## src/rtl/uart_irq_gen_pkg.sv

```systemverilog
package uart_irq_gen_pkg;
  // Index of each source in the enable and request vectors.
  localparam int NSRC    = 4;
  localparam int IDX_RAF = 0;  // activity in shutdown / framing error
  localparam int IDX_PAR = 1;  // parity bit high
  localparam int IDX_RXA = 2;  // receive data available
  localparam int IDX_TXE = 3;  // transmit buffer empty
  localparam int NEVT    = 2;  // captured event sources occupy indices 0..NEVT-1
endpackage

```

## src/rtl/irq_mask_reg.sv

```systemverilog
module irq_mask_reg #(
  parameter int CFG_W    = 16,
  parameter int MASK_LSB = 8,
  parameter int NSRC     = 4
) (
  input  logic             clk,
  input  logic             rst_n,
  input  logic             load,
  input  logic [CFG_W-1:0] cfg,
  output logic [NSRC-1:0]  mask
);
  localparam int MASK_MSB = MASK_LSB + NSRC - 1;

  always_ff @(posedge clk or negedge rst_n) begin
    if (!rst_n)    mask <= '0;
    else if (load) mask <= cfg[MASK_MSB:MASK_LSB];
  end
endmodule

```

## src/rtl/irq_event_latch.sv

```systemverilog
module irq_event_latch (
  input  logic clk,
  input  logic rst_n,
  input  logic set,
  input  logic clr,
  output logic pend
);
  // A new event in the clearing cycle keeps the source pending.
  always_ff @(posedge clk or negedge rst_n) begin
    if (!rst_n)   pend <= 1'b0;
    else if (set) pend <= 1'b1;
    else if (clr) pend <= 1'b0;
  end
endmodule

```

## src/rtl/irq_raf_select.sv

```systemverilog
module irq_raf_select (
  input  logic shutdown,
  input  logic rx_activity,
  input  logic word_arrive,
  input  logic word_frm_err,
  output logic trig
);
  // The shared source changes meaning with the power state.
  always_comb begin
    if (shutdown) trig = rx_activity;
    else          trig = word_arrive & word_frm_err;
  end
endmodule

```

## src/rtl/uart_irq_gen.sv

```systemverilog
module uart_irq_gen
  import uart_irq_gen_pkg::*;
#(
  parameter int CFG_W    = 16,
  parameter int MASK_LSB = 8
) (
  input  logic             clk,
  input  logic             rst_n,
  input  logic             cfg_wr,
  input  logic [CFG_W-1:0] cfg_word,
  input  logic             tx_empty,
  input  logic             rx_avail,
  input  logic             word_arrive,
  input  logic             word_par,
  input  logic             word_frm_err,
  input  logic             shutdown,
  input  logic             rx_activity,
  input  logic             data_acc,
  output logic             irq_n
);
  logic [NSRC-1:0] mask_q;
  logic [NEVT-1:0] evt_set;
  logic [NEVT-1:0] evt_pend;
  logic [NSRC-1:0] src_req;
  logic            raf_trig;

  irq_mask_reg #(.CFG_W(CFG_W), .MASK_LSB(MASK_LSB), .NSRC(NSRC)) u_mask (
    .clk  (clk),
    .rst_n(rst_n),
    .load (cfg_wr),
    .cfg  (cfg_word),
    .mask (mask_q)
  );

  irq_raf_select u_raf (
    .shutdown    (shutdown),
    .rx_activity (rx_activity),
    .word_arrive (word_arrive),
    .word_frm_err(word_frm_err),
    .trig        (raf_trig)
  );

  always_comb begin
    evt_set          = '0;
    evt_set[IDX_RAF] = raf_trig;
    evt_set[IDX_PAR] = word_arrive & word_par;
  end

  for (genvar g = 0; g < NEVT; g++) begin : g_evt
    irq_event_latch u_lat (
      .clk  (clk),
      .rst_n(rst_n),
      .set  (evt_set[g]),
      .clr  (data_acc),
      .pend (evt_pend[g])
    );
  end

  always_comb begin
    src_req               = '0;
    src_req[NEVT-1:0]     = evt_pend;
    src_req[IDX_RXA]      = rx_avail;
    src_req[IDX_TXE]      = tx_empty;
  end

  assign irq_n = ~|(mask_q & src_req);
endmodule

```

## config.mk

```make
export PLATFORM = sky130hd
export DESIGN_NAME = uart_irq_gen
export DESIGN_NICKNAME = d
export VERILOG_FILES = /design/src/rtl/uart_irq_gen_pkg.sv /design/src/rtl/irq_mask_reg.sv /design/src/rtl/irq_event_latch.sv /design/src/rtl/irq_raf_select.sv /design/src/rtl/uart_irq_gen.sv
export SDC_FILE = /design/constraint.sdc
export NUM_CORES = 1
export LEC_CHECK = 0
export BUFFER_PORTS_ARGS = -buffer_cell sky130_fd_sc_hd__buf_2
export CORE_AREA = 2 2 39 41
export CTS_CLUSTER_SIZE = 40
export DETAILED_ROUTE_END_ITERATION = 7
export DIE_AREA = 0 0 41 43
export PLACE_DENSITY = 0.61
export SYNTH_ARGS = -nofsm -noshare
export SYNTH_HDL_FRONTEND = slang
export SYNTH_SLANG_ARGS = --single-unit
```

## constraint.sdc

```tcl
create_clock -name clk -period 1.4 [get_ports clk]
set_clock_uncertainty 0.1 [all_clocks]
set_input_delay 0 -clock clk [delete_from_list [all_inputs] [get_ports clk]]
set_output_delay 0 -clock clk [all_outputs]
set_load 0.05 [all_outputs]
```

==> results of run 1 <==
-- critical path, delay by kind of cell --
kind / cells / cell delay [ps]
AND/OR/NAND/NOR: 1 / 40
buffers and inverters: 3 / 1200
AO/OA/AOI/OAI: 1 / 110
-- final cells by class --
class	count	area (sq um)	share of cell area
multi-input cells	11	93.8	0.186
inverters	2	7.51	0.0149
well taps	16	20.0	0.0396
repair buffers	28	211	0.418
clock buffers	3	22.5	0.0446
flip-flops and latches	6	150	0.297
-- through the flow --
step	hold slack, ps	worst slack, ps	area [sq um]
floorplan	-396	18.6	251
global placement	-271	243	347
detailed placement	-267	229	347
CTS	11.8	22.3	502
global route	29.7	5.34	505
finish	18.1	52.0	505
-- cells in the final DEF (no fill, tap or decap) --
cell,synthesis,layout
inv_1,2,2
buf_6,0,1
nand2_1,3,3
dfrtp_1,6,6
o21ai_0,1,1
a22o_1,1,1
mux2_2,4,4
dlygate4sd3_1,0,13
a221oi_2,1,1
clkbuf_4,0,3
buf_2,0,14
o221ai_1,1,1
-- registers in the layout (all words and copies together) (netlist names) --
name              flops
u_mask.mask           4
g_evt.u_lat.pend      2
-- repair_timing --
action | in CTS | in global routing
endpoints found under the hold margin | 12 | 0
gates cloned | 0 | 0
pin swaps | 0 | 0
resized for setup | 1 | 1
setup endpoints to repair | 1 | 1
hold buffers | 13 | 0
-- layer usage --
layer  up-vias  track usage  share of wire
met5         -            0              0
met4         0       0.0800              0
met3         0       0.0314          0.094
met2        16        0.125           0.45
met1       112       0.0885           0.46
li1        132            -              -
-- report_power, final --
part	internal (mW)	switching, mW	total (mW)	leakage (nW)
combinational	0.0676	0.0432	0.111	0.156
sequential	0.192	0.00975	0.201	0.0705
clock	0.0962	0.0516	0.148	0.0138
-- logic make-up after synthesis --
| family | count (synthesis) | share of synthesized area |
|---|---|---|
| buffers and inverters | 2 | 0.0299 |
| flip-flops | 6 | 0.597 |
| AND/OR/NAND/NOR | 3 | 0.0448 |
| AO/OA/AOI/OAI | 4 | 0.149 |
| multiplexers | 4 | 0.179 |
-- how the worst min path moves through the flow --
stage                     start                  end
after CTS                 rst_n       u_mask.mask[0]
after global placement    rst_n       u_mask.mask[2]
final                     rst_n  g_evt[0].u_lat.pend
after global routing      rst_n       u_mask.mask[3]
after floorplan           rst_n  g_evt[0].u_lat.pend
after detailed placement  rst_n       u_mask.mask[0]
==> summary.txt, run 1 <==
Run status
  • Status: completed

Worst setup path
  • CP most frequent cell: dlygate4sd3_1
  • Worst-path maximum fanout: 1
  • Critical R2R Capture: g_evt[1].u_lat.pend
  • Setup slack, reg-to-reg: 150 ps
  • Crit end category: flip-flop
  • Worst path max stage delay: 540 ps
  • Crit-path cells: dlygate4sd3_1 > buf_2 > nand2_1 > dlygate4sd3_1 > o221ai_1
  • Highest-delay cell along the critical path: dlygate4sd3_1
  • Critical path capture point: g_evt[0].u_lat.pend
  • Startpoint Class: primary input
  • Worst reg-to-reg path cell count: 3
  • Critical Path Source: word_frm_err
  • Arr. time, crit path: 1350 ps
  • WP data required: 1400 ps
  • Reg2Reg Launch Point: g_evt[1].u_lat.pend
  • Critical path type: in -> reg

Yosys
  • Mapped Cells: 19
  • Area fraction of the dominant cell type after synthesis: 0.597
  • Post-synth top area cell: dfrtp_1
  • Syn_area_per_cell: 13.2 sq um
  • Post-synth top flop: dfrtp_1
  • Synth cell count leaders: 6 x dfrtp_1, 4 x mux2_2, 3 x nand2_1
  • Cell area after synthesis: 251 sq um
  • Seq cells post-synth: 6
  • Post-synthesis async set-or-reset flop share: 1.00
  • Most frequent cell after synthesis: dfrtp_1
  • Number of enable flip-flop cells after synthesis: 0
  • Register area share after synthesis: 0.597
  • Syn nets: 46
  • Yosys warns: 0
  • Synth area leaders: dfrtp_1 60%, mux2_2 18%, a221oi_2 6.0%, nand2_1 4.5%, a22o_1 3.5%
  • Distinct cells, synth: 8

STA
  • Crit path time final: 1350 ps
  • Period utilization: 0.963
  • # setup viols final: 0
  • Post-route setup TNS: 0 ps
  • RSZ-0062 raised after global routing: no
  • Final hold viol count: 0
  • Slew @ Worst Pin: 222 ps
  • Slew HR: 0.852
  • Max-slew violations: 0
  • Max Clock Freq: 742 MHz

Drt
  • DRT Pass-1 Iters: 1
  • Via Count: 260
  • First DRT Iteration DRCs: 0
  • Final wirelength: 608 um
  • Vias/cell: 3.94
  • Post-route ant nets: 0
  • Drt drc: 0
  • Routed len/inst: 9.21 um

Min path
  • Hold crit path type: in -> async

Global routing
  • Initial antenna violation count: 0
  • First-pass GRT wire length: 966 um
  • Grt total ovfl: 0
  • Largest net degree at the start of global routing: 7
  • Number of global-route vias before repair: 278
  • Gr usage total: 0.0859

Place
  • Gp weighted congestion: 0.613
  • Buffers added on ports: 15
  • Dpl cells: 50

Floorplanning
  • I/O pins: 28
  • Core footprint: 1380 sq um
  • Initial Util: 0.182
  • Die width: 41 um
  • Die area: 1760 sq um
  • FP Rows: 14
  • Die Y: 43 um

Finish
  • Antenna diodes: 0
  • Fin nets: 79
  • Layout cells sized above 1: 0.460
  • Filler Cell Count: 134
  • Fin util: 0.365
  • Final std cells w/o fill: 66
  • P&R area growth vs syn: 101%

Clock tree
  • CTS tree: yes
  • CTS buffer count: 3
  • # Post-CTS Setup Buffers: 0
  • Clk root buf: clkbuf_4
  • CTS Buffer Depth: 2
  • CTS Sinks: 6
  • H-tree levels: 1
  • Skew-Pair Late Insertion Delay: 230 ps
  • Clk slew on worst S/H paths: 40 ps

Power and ir drop
  • Worst VDD drop: 269 uV
  • Pwr Total: 460 uW
  • Leakage: 0.240 nW
  • Cell Pwr Density: 910 nW/um^2

Job
  • Max-Cap Viols: 0
(Power assumes the default switching activity.)
==> run 2, diff against run 1 <==
- clock period: 1.4 -> 1.75 ns (I/O delays scaled with it)
==> run 2 against run 1 <==
Effect of this change:
- cell area grew 4.7%
- register-to-register slack better by 190 ps
- power down 19%
- sequential cell count stayed put
- die area unchanged
- critical path depth shrank 1
- largest power group unchanged
- clock power is 20% lower
- via count rose by 4.2%
- clock-buffer cell count unchanged
- global-route usage increased by 0.40 points
==> summary.txt, run 2 (synthesized netlist as in run 1, its figures left out) <==
Finish
  • Fin nets: 82 (+3.8%)
  • Largest register FFs: 4 (unchanged)
  • Filler Cell Count: 138 (+3.0%)
  • Reg area: 150 sq um (unchanged)
  • Largest registers: u_mask.mask (4), g_evt.u_lat.pend (2)
  • Largest Register: u_mask.mask
  • Multi-input gate area: 93.8 sq um (unchanged)
  • Most common cell after layout, fill and taps aside: dlygate4sd3_1
  • Layout cells sized above 1: 0.434 (-0.0260)
  • P&R area growth vs syn: 110%
  • Antenna diodes: 0 (unchanged)
  • Commonest cells after routing, fill and taps aside: 16 x dlygate4sd3_1, 15 x buf_2, 6 x dfrtp_1, 4 x mux2_2

Clock tree
  • Clk slew on worst S/H paths: 40 ps (about the same)
  • CTS Sinks: 6 (unchanged)
  • Skew-Pair Late Insertion Delay: 230 ps (about the same)
  • H-tree levels: 1 (unchanged)
  • CTS tree: yes
  • CTS Buffer Depth: 2 (unchanged)
  • # Post-CTS Setup Buffers: 0 (unchanged)
  • CTS buffer count: 3 (unchanged)
  • Clk root buf: clkbuf_4

Drt
  • Drt drc: 0 (unchanged)
  • Routed len/inst: 8.99 um (-2.5%)
  • Highest routed layer: met3
  • Final wirelength: 620 um (+2.0%)
  • Vias/cell: 3.93 (-0.30%)
  • DRT met1 WL: 271 um (-2.2%)
  • DR WL met3: 64 um (+12%)
  • Met2 wire len: 284 um (+4.4%)
  • Via Count: 271 (+4.2%)
  • Post-route ant nets: 0 (unchanged)
  • First DRT Iteration DRCs: 0 (unchanged)
  • DRT Pass-1 Iters: 1 (unchanged)

Global routing
  • Number of global-route vias before repair: 291 (+4.7%)
  • Initial antenna violation count: 0 (unchanged)
  • Largest net degree at the start of global routing: 7 (unchanged)
  • First-pass GRT wire length: 1020 um (+5.7%)
  • Gr usage total: 0.0899 (+0.00404)
  • Grt total ovfl: 0 (unchanged)

Worst setup path
  • Arr. time, crit path: 1450 ps (+100 ps)
  • Crit-path cells: dlygate4sd3_1 > buf_2 > mux2_2 > dlygate4sd3_1
  • Critical path's top delay family: buffers and inverters
  • Worst-path maximum fanout: 1 (unchanged)
  • Highest-delay cell along the critical path: dlygate4sd3_1
  • Crit end category: flip-flop
  • CP bufs+invs: 3 (unchanged)
  • WP data required: 1760 ps (+360 ps)
  • Worst path max stage delay: 560 ps (+20 ps)
  • Critical path type: in -> reg
  • Startpoint Class: primary input
  • CP most frequent cell: dlygate4sd3_1

Floorplanning
  • Core footprint: 1380 sq um (unchanged)
  • Die area: 1760 sq um (unchanged)
  • Die Y: 43 um (unchanged)
  • FP Rows: 14 (unchanged)
  • Initial Util: 0.182 (unchanged)
  • Die width: 41 um (unchanged)
  • I/O pins: 28 (unchanged)

Power and ir drop
  • Clock power share: 0.316 (-0.005)
  • Sequential share of power: 0.430 (-0.008)
  • Combinational Power Share: 0.254 (+0.013)
  • Leakage: 0.251 nW (+4.6%)
  • Int Power: 290 uW (-18%)
  • Sw Share: 0.225 (-0.00192)
  • Worst VDD drop: 214 uV (-20%)
  • Cell Pwr Density: 707 nW/um^2 (-22%)
  • Pwr Total: 374 uW (-19%)
  • NetSw: 84.4 uW (-19%)

Place
  • Gp weighted congestion: 0.613 (unchanged)
  • Buffers added on ports: 15 (unchanged)

STA
  • Post-route setup TNS: 0 ps (unchanged)
  • Final hold viol count: 0 (unchanged)
  • Slew HR: 0.834 (-0.0181)
  • Worst hold margin: 19.2 ps (+1.11 ps)
  • # setup viols final: 0 (unchanged)
  • RSZ-0062 raised after global routing: no
  • Crit path time final: 1430 ps
  • Slew @ Worst Pin: 251 ps (+28.9 ps)
  • Period utilization: 0.820
  • Max Clock Freq: 697 MHz
  • Max-slew violations: 0 (unchanged)

Min path
  • Hold crit path type: in -> async

Run status
  • Status: completed

Job
  • Max-Cap Viols: 0 (unchanged)
run 2: stage by stage:
stage | util | instance area, sq um | cells | worst slack (ps)
floorplan | - | 251 | 19 | 369
global placement | 0.250 | 347 | 50 | 593
detailed placement | 0.250 | 347 | 50 | 579
CTS | 0.382 | 529 | 69 | 318
global route | 0.382 | 529 | 69 | 274
finish | 0.382 | 529 | 69 | 315
run 2: area by class of cell:
cell class	instances	share of cell area
repair buffers	31	0.444
flip-flops and latches	6	0.284
multi-input cells	11	0.177
clock buffers	3	0.0426
well taps	16	0.0378
inverters	2	0.0142
run 2: metal layers:
| layer | GRT usage | vias up |
|---|---|---|
| met3 | 0.0314 | 0 |
| met4 | 0.0800 | 0 |
| met1 | 0.0951 | 117 |
| met5 | 0 | - |
| met2 | 0.131 | 16 |
| li1 | - | 138 |
run 2: final timing paths:
check	start	endpoint	slack, ps	depth (start not counted)
min in group clk	tx_empty	irq_n	230	3
setup reg to reg	u_mask.mask[2]	u_mask.mask[2]	340	2
hold / removal	rst_n	g_evt[1].u_lat.pend	20	2
setup / recovery	cfg_word[9]	u_mask.mask[1]	320	4
max in group asynchronous	rst_n	u_mask.mask[2]	1390	2
hold reg to reg	g_evt[0].u_lat.pend	g_evt[0].u_lat.pend	490	2
run 2: worst register-to-register path: cells and delay by family, from the launching register on:
family	cells	cell delay, ps
buffers and inverters	1	550
flip-flops	1	380
multiplexers	1	260
run 2: repair_timing:
item                                   in CTS  in global routing
endpoints found under the hold margin      12                  0
resized for setup                           0                  0
hold buffers                               16                  0
run 2: power groups by stage:
stage | clock network, mW | logic, mW | registers (mW)
floorplan | 0 | 0.0354 | 0.161
CTS | 0.128 | 0.0959 | 0.161
global route | 0.138 | 0.104 | 0.162
finish | 0.118 | 0.0952 | 0.161
global placement | 0 | 0.0600 | 0.163
detailed placement | 0 | 0.0613 | 0.164
==> run 3, diff against run 2 <==
- PLACE_DENSITY: 0.61 -> 0.62
- clock period: 1.75 -> 1.3 ns (I/O delays scaled with it)
==> run 3 against run 2 <==
Effect of this change:
- the run now ends with setup timing left
- sequential share of layout area grew 1.3 points
- via count shrank 3.7%
- clock power grew 37%
- clock-buffer cell count is the same
- cell area shrank 4.3%
- combinational power grew 29%
- register-to-register slack gained 70 ps
- first-iteration DRC count grew 7
- wire length grew 14%
- critical endpoint is now irq_n
- largest cell class unchanged
- highest routed layer unchanged
==> summary.txt, run 3 (synthesized netlist as in run 1, its figures left out) <==
Worst setup path
  • Reg2Reg Launch Point: u_mask.mask[2]
  • Crit-path cells: a22o_1 > a221oi_4 > buf_6
  • Worst path max stage delay: 370 ps (-190 ps)
  • WP data required: 1200 ps (-560 ps)
  • Worst reg-to-reg path cell count: 1 (-1)
  • Crit end category: output pin
  • Critical R2R Capture: u_mask.mask[2]
  • Arr. time, crit path: 1250 ps (-200 ps)
  • Highest-delay cell along the critical path: dfrtp_1
  • Worst-path maximum fanout: 2 (+1)
  • Setup slack, reg-to-reg: 410 ps (+70 ps)
  • Critical path type: reg -> out
  • CP bufs+invs: 1 (-2)
  • Startpoint Class: flip-flop
  • Critical path's top delay family: compound AO/OA/AOI/OAI gates

Drt
  • Post-route ant nets: 0 (unchanged)
  • Via Count: 261 (-3.7%)
  • First DRT Iteration DRCs: 7 (+7)
  • DRT Pass-1 Iters: 2 (+1)
  • Vias/cell: 4.02 (+2.2%)
  • Drt drc: 0 (unchanged)
  • Final wirelength: 706 um (+14%)
  • Routed len/inst: 10.9 um (+21%)

STA
  • Slew HR: 0.859 (+0.0248)
  • Crit path time final: 1350 ps
  • Final setup margin: -54.2 ps (-369 ps)
  • Max-slew violations: 0 (unchanged)
  • Post-route setup TNS: -54.2 ps (-54.2 ps)
  • Slew @ Worst Pin: 212 ps (-39.0 ps)
  • RSZ-0062 raised after global routing: yes
  • Worst hold margin: 31.6 ps (+12.4 ps)
  • # setup viols final: 1 (+1)
  • Period utilization: 1.04
  • Max Clock Freq: 738 MHz
  • Final hold viol count: 0 (unchanged)

Min path
  • Hold crit path type: in -> async

Finish
  • P&R area growth vs syn: 101%
  • Largest register FFs: 4 (unchanged)
  • Largest Register: u_mask.mask
  • Antenna diodes: 0 (unchanged)
  • Most common cell after layout, fill and taps aside: buf_2
  • Layout cells sized above 1: 0.469 (+0.0354)
  • Fin nets: 78 (-4.9%)
  • Filler Cell Count: 133 (-3.6%)
  • Reg area: 150 sq um (unchanged)
  • Multi-input gate area: 105 sq um (+12%)
  • Largest registers: u_mask.mask (4), g_evt.u_lat.pend (2)
  • Commonest cells after routing, fill and taps aside: 14 x buf_2, 12 x dlygate4sd3_1, 6 x dfrtp_1, 4 x mux2_2
  • Final std cells w/o fill: 65 (-5.8%)

Floorplanning
  • Initial Util: 0.182 (unchanged)
  • Die Y: 43 um (unchanged)
  • Die area: 1760 sq um (unchanged)
  • Die width: 41 um (unchanged)
  • Core footprint: 1380 sq um (unchanged)
  • FP Rows: 14 (unchanged)
  • I/O pins: 28 (unchanged)

Global routing
  • Gr usage total: 0.0941 (+0.00423)
  • Number of global-route vias before repair: 300 (+3.1%)
  • Initial antenna violation count: 0 (unchanged)
  • Largest net degree at the start of global routing: 7 (unchanged)
  • Grt total ovfl: 0 (unchanged)
  • First-pass GRT wire length: 1010 um (-1.4%)

Clock tree
  • CTS buffer count: 3 (unchanged)
  • CTS Sinks: 6 (unchanged)
  • CTS Buffer Depth: 2 (unchanged)
  • Skew-Pair Late Insertion Delay: 240 ps (about the same)
  • CTS tree: yes
  • H-tree levels: 1 (unchanged)
  • Clk slew on worst S/H paths: 40 ps (about the same)
  • Clk root buf: clkbuf_4

Power and ir drop
  • Cell Pwr Density: 997 nW/um^2 (+41%)
  • Worst VDD drop: 365 uV (+70%)
  • Leakage: 0.241 nW (-4.0%)

Place
  • Dpl cells: 50 (unchanged)
  • Gp weighted congestion: 0.570 (-6.9%)
  • Buffers added on ports: 15 (unchanged)

Job
  • Max-Cap Viols: 0 (unchanged)

Run status
  • Failing checks: setup timing
  • Status: complete, but fails checks
## run 3: timing repair
item | 4_1_cts | 5_1_grt
pin swaps | 1 | 0
buffers inserted | 0 | 0
gates resized for setup | 2 | 0
setup endpoints to repair | 1 | 2
endpoints found under the hold margin | 12 | 1
hold buffers | 12 | 1
## run 3: cell type report
cell class                 instances  share of cell area
timing repair buffer              27               0.398
tap                               16              0.0395
multi-input combinational         11               0.207
inverter                           2              0.0148
clock buffer                       3              0.0444
sequential                         6               0.296
## run 3: worst max path at each step
| stage | cells after the start | end | start | slack, ps |
|---|---|---|---|---|
| final | 3 | irq_n | u_mask.mask[0] | -50 |
| after global routing | 3 | irq_n | u_mask.mask[0] | -110 |
| after CTS | 3 | irq_n | u_mask.mask[0] | -70 |
| after detailed placement | 3 | irq_n | g_evt[0].u_lat.pend | 90 |
| after global placement | 3 | irq_n | g_evt[0].u_lat.pend | 110 |
| after floorplan | 2 | irq_n | g_evt[0].u_lat.pend | 110 |
## run 3: through the flow
| stage | instance area [sq um] | power, mW | setup slack, ps | util |
|---|---|---|---|---|
| after floorplan | 263 | 0.272 | 112 | - |
| after global placement | 358 | 0.309 | 112 | 0.259 |
| after detailed placement | 358 | 0.312 | 89.7 | 0.259 |
| after CTS | 507 | 0.517 | -73.4 | 0.366 |
| after global routing | 507 | 0.543 | -107 | 0.366 |
| final | 507 | 0.505 | -54.2 | 0.366 |
## run 3: where the power goes
group,internal (mW),switching (mW),total [mW]
Sequential,0.206,0.0139,0.220
Combinational,0.0735,0.0495,0.123
Clock,0.104,0.0582,0.162
Total,0.384,0.122,0.505
## run 3: metal layers
| layer | share of wire | track usage | up-vias | wire length, um |
|---|---|---|---|---|
| met5 | 0 | 0 | - | 0 |
| met4 | 0 | 0.0400 | 0 | 0 |
| met3 | 0.065 | 0.0785 | 0 | 46 |
| met2 | 0.53 | 0.166 | 16 | 373 |
| met1 | 0.41 | 0.0627 | 114 | 287 |
| li1 | - | - | 131 | - |
